**src/rtl/mdio_master.sv**
```systemverilog
`timescale 1ns/1ps
module mdio_master #(
  parameter int CLK_DIV = 20,
  parameter int ADDR_W  = 3
) (
  input  logic              clk,
  input  logic              rst_n,
  input  logic [ADDR_W-1:0] bus_addr,
  input  logic              bus_we,
  input  logic [31:0]       bus_wdata,
  output logic [31:0]       bus_rdata,
  output logic              mdc,
  output logic              mdio_o,
  output logic              mdio_oe,
  input  logic              mdio_i
);
  localparam int HALF     = CLK_DIV / 2;
  localparam int CW       = $clog2(HALF + 1);
  localparam int NBITS    = 64;
  localparam int IW       = $clog2(NBITS);
  localparam int RX_FIRST = 48;
  localparam int REL_BIT  = 46;

  logic          wr_go, rd_go;
  logic [4:0]    reg_a, phy_a;
  logic [15:0]   rd_val, wr_val, rx;
  logic [NBITS-1:0] frame;
  logic [IW-1:0] idx;
  logic [CW-1:0] div_cnt;
  logic          mdc_q;
  logic          busy, ctrl_wr, data_wr, launch, want_rd;
  logic          unused_bits;

  assign busy    = wr_go | rd_go;
  assign ctrl_wr = bus_we && bus_addr == ADDR_W'(0);
  assign data_wr = bus_we && bus_addr == ADDR_W'(4);
  assign want_rd = bus_wdata[26];
  assign launch  = ctrl_wr && !busy && (bus_wdata[26] | bus_wdata[27]);
  assign unused_bits = ^bus_wdata[31:28];

  assign mdc     = mdc_q;
  assign mdio_o  = frame[NBITS-1];
  assign mdio_oe = busy && !(rd_go && idx >= IW'(REL_BIT));

  always_comb begin
    if (bus_addr == ADDR_W'(0))
      bus_rdata = {4'b0, wr_go, rd_go, reg_a, phy_a, rd_val};
    else if (bus_addr == ADDR_W'(4))
      bus_rdata = {16'b0, wr_val};
    else
      bus_rdata = '0;
  end

  always_ff @(posedge clk) begin
    if (!rst_n) begin
      wr_go <= 1'b0; rd_go <= 1'b0;
      reg_a <= '0; phy_a <= '0;
      rd_val <= '0; wr_val <= '0; rx <= '0;
      frame <= '0; idx <= '0; div_cnt <= '0; mdc_q <= 1'b0;
    end else begin
      if (data_wr) wr_val <= bus_wdata[15:0];
      if (!busy) begin
        if (ctrl_wr) begin
          reg_a <= bus_wdata[25:21];
          phy_a <= bus_wdata[20:16];
        end
        if (launch) begin
          rd_go   <= want_rd;
          wr_go   <= !want_rd;
          frame   <= {32'hFFFF_FFFF, 2'b01, want_rd ? 2'b10 : 2'b01,
                      bus_wdata[20:16], bus_wdata[25:21],
                      want_rd ? 18'h0 : {2'b10, wr_val}};
          idx     <= '0;
          div_cnt <= '0;
          mdc_q   <= 1'b0;
        end
      end else if (div_cnt == CW'(HALF - 1)) begin
        div_cnt <= '0;
        mdc_q   <= ~mdc_q;
        if (!mdc_q) begin
          if (rd_go && idx >= IW'(RX_FIRST)) rx <= {rx[14:0], mdio_i};
        end else if (idx == IW'(NBITS - 1)) begin
          wr_go <= 1'b0;
          rd_go <= 1'b0;
          if (rd_go) rd_val <= rx;
        end else begin
          idx   <= idx + 1'b1;
          frame <= {frame[NBITS-2:0], 1'b0};
        end
      end else begin
        div_cnt <= div_cnt + 1'b1;
      end
    end
  end
endmodule

```
**config.mk**
```make
export PLATFORM = sky130hd
export DESIGN_NAME = mdio_master
export DESIGN_NICKNAME = d
export VERILOG_FILES = /design/src/rtl/mdio_master.sv
export SDC_FILE = /design/constraint.sdc
export NUM_CORES = 1
export LEC_CHECK = 0
export BUFFER_PORTS_ARGS = -buffer_cell sky130_fd_sc_hd__buf_2
export CAP_MARGIN = 30
export CORE_UTILIZATION = 45
export CTS_BUF_LIST = sky130_fd_sc_hd__clkbuf_4
export DETAILED_ROUTE_END_ITERATION = 10
export GPL_TIMING_DRIVEN = 0
export SYNTH_ARGS = -nofsm -noshare
export SYNTH_HDL_FRONTEND = slang
export SYNTH_SLANG_ARGS = --single-unit
```
**constraint.sdc**
```tcl
create_clock -name clk -period 3.6 [get_ports clk]
set_clock_uncertainty 0.2 [all_clocks]
set_input_delay 0.72 -clock clk [delete_from_list [all_inputs] [get_ports clk]]
set_output_delay 0.72 -clock clk [all_outputs]
set_load 0.1 [all_outputs]
```
==> summary.txt <==
Status
  • Status: finished clean

Power
  • Gate power share: 6.7%
  • Pwr Density: between 400 and 500 nW/um^2
  • Net Sw Power: between 0.0007 and 0.0008 W
  • P_int: 0.002214 W
  • Clk pwr share: between 40 and 50%
  • Max rail drop VDD: 211.6 uV
  • Switching part of the total power: 24.42%
  • Seq pwr share: 52.5%
  • Leakage: 2.368 nW

Global routing
  • First-pass GRT wire length: 23920 microns
  • Vias in the first global route: 4680
  • Initial antenna violation count: 0
  • GRT Overall Usage: ~24%
  • Congestion Overflow GR: 0
  • Largest net degree at the start of global routing: 17

Synthesis
  • Cell area after synthesis: 5664 sq um
  • Post-synthesis register bit count: 135
  • Post-synth cell types: 50
  • Prevailing post-synth register cell: dfxtp_1
  • Post-synth EDFFs: 0
  • Sequential area share after synthesis: 47.71%
  • Avg Cell Area, Syn: 9.019 sq um
  • Synth Instances: 628
  • YS warnings: 0
  • Asr flop ratio synth: 0%

Routing
  • Starting DRT DRC Count: 365
  • Antenna Nets Post-Route: 0
  • Drt via density: 5.533
  • Total wire length: 14570 microns
  • Via total after detailed routing: 4952
  • Initial DRT Pass Iterations: 4
  • Wirelength per Cell: 16.28 microns
  • DRC viols: 0

Layout
  • Final core utilization: 53.93%
  • Filler cells: 1183
  • P&R area growth vs syn: 15.79%
  • Nets: 757
  • Share of cells above drive strength 1: between 15 and 20%
  • # diodes: 0
  • Final Cell Area: 6559 sq um
  • Most common cell after layout, fill and taps aside: dfxtp_1
  • Most frequent cells in the layout: dfxtp_1, nand2_1, buf_2

Clocking
  • Post-CTS Setup Bufs: 0
  • H-tree depth: 4
  • Post-CTS resize count: 0
  • Hold buffer count at CTS: 0
  • Clk sinks: 135
  • Clock slew at reported path FFs: 0.12 ns
  • CTS tree: built
  • Root Buffer: clkbuf_4
  • Clk Latency, worst-skew pair: roughly 0.57 ns
  • Clk buf depth: 2
  • CTS Buf Count: 17

Die
  • Starting Density: 46.57%
  • Core ar.: approximately 12000 sq um
  • Die Area: 13040 sq um
  • Boundary pin count: 74
  • Die Y: 114.2 microns
  • Row cnt: 40
  • Die W: between 100 and 150 microns

Placement
  • IO Port Bufs: 64
  • GPL Wtd Cong: 0.9045
  • Post-DP HPWL: 10550 microns
  • Dpl cell area: 6206 sq um

Timing
  • Max Freq: 0.2950 GHz
  • RSZ-0062 raised after global routing: no
  • Slew HR: 56.85%
  • Max-slew violation count: 0
  • Worst slew pin tran: 0.6473 ns
  • Final setup vio count: 0
  • Crit path time final: 3.390 ns
  • Fin crit share: 94.16%
  • Setup TNS: 0 ns
  • Hold Violations, Final: 0

Setup path
  • CP Data Required Time: 2.68 ns
  • Critical path type: input pin to output port
  • Max Fanout on Critical Path: 10
  • CP Data Arrival Time: 2.47 ns
  • Crit. End Element: output port
  • Critical Path Start Type: input pin

Run
  • Max_cap viols: 0

Hold path
  • Hold WC Path Type: input pin to flip-flop
## worst max-delay path: stages
cell and delay, ns:
buf_2 0.14, nor3b_2 0.53, clkbuf_1 0.40, a22o_1 0.24, buf_2 0.44
## synth_stat cells, types with 5 or more instances
cell type	instances	area, sq um
buf_2	16	80.08
o21ai_1	5	25.02
o21ai_0	20	100.1
dfxtp_1	135	2703
nand4_1	5	31.28
nand3_1	26	130.1
a21oi_1	52	260.3
clkbuf_1	30	112.6
nor3b_1	16	120.1
a211oi_1	13	97.59
o221a_1	32	360.4
nor3_1	30	150.1
mux2i_1	16	160.2
a22o_1	16	140.1
and2_1	16	100.1
nor2_1	27	101.4
a311oi_1	8	70.07
nand2_1	104	390.4
buf_4	8	60.06
## registers in the layout (all words and copies together), names as in the netlist
signal,flops
mdc,1
idx,6
rx,16
wr_go,1
reg_a,5
div_cnt,4
rd_val,16
wr_val,16
rd_go,1
phy_a,5
frame,64
## final timing paths
| kind | startpoint | to | slack, ns | cells past startpoint |
|---|---|---|---|---|
| max reg2reg | idx[1] | frame[12] | 1.24 | 8 |
| min reg2reg | frame[30] | frame[31] | 0.26 | 2 |
| min | mdio_i | rx[0] | 0.19 | 3 |
| max | bus_addr[1] | bus_rdata[15] | 0.21 | 5 |
## metal layers
| metal | share of wire [%] | up-vias | track usage (%) |
|---|---|---|---|
| met3 | 3.9 | 22 | 4.659 |
| li1 | - | 2451 | - |
| met4 | 1.7 | 0 | 9.264 |
| met5 | 0 | - | 0 |
| met2 | 46 | 126 | 37.74 |
| met1 | 48 | 2353 | 32.72 |
## through the flow
stage	cells	worst slack, ns	total power (W)	hold slack [ns]
after global routing	895	0.1401	0.003056	0.1538
final	895	0.2104	0.002929	0.1929
after floorplan	631	0.3828	0.001700	0.2285
after CTS	895	0.05053	0.002963	0.1399
after detailed placement	863	0.05382	0.001765	0.2464
after global placement	863	0.08543	0.001761	0.2376
## power groups by stage
stage / Combinational, W / Sequential (W) / Clock (W)
floorplan: 0.000133 / 0.00157 / 0
global route: 0.000214 / 0.00154 / 0.00130
CTS: 0.000195 / 0.00154 / 0.00123
global placement: 0.000191 / 0.00157 / 0
detailed placement: 0.000194 / 0.00157 / 0
finish: 0.000195 / 0.00154 / 0.00120
## kinds of logic after synthesis
family	synth area share, %
AOI/OAI and AO/OA	22.51
muxes	2.827
other	0.06621
and+or+nand+nor	20.46
adders and majority gates	0.8836
buffers and inverters	5.390
xor gates and xnor gates	0.1547
DFF	47.71
## layout make-up
cell class                 instances  area [sq um]  share of cell area (%)
sequential                       135          2703                   41.21
multi-input combinational        432          2674                   40.77
timing repair buffer              64         320.3                   4.884
buffer                            60         290.3                   4.426
tap                              168         210.2                   3.205
clock inverter                    13         203.9                   3.110
clock buffer                      19         142.6                   2.175
inverter                           4         15.01                  0.2289
Note: power is estimated with default switching activity, not from simulation.
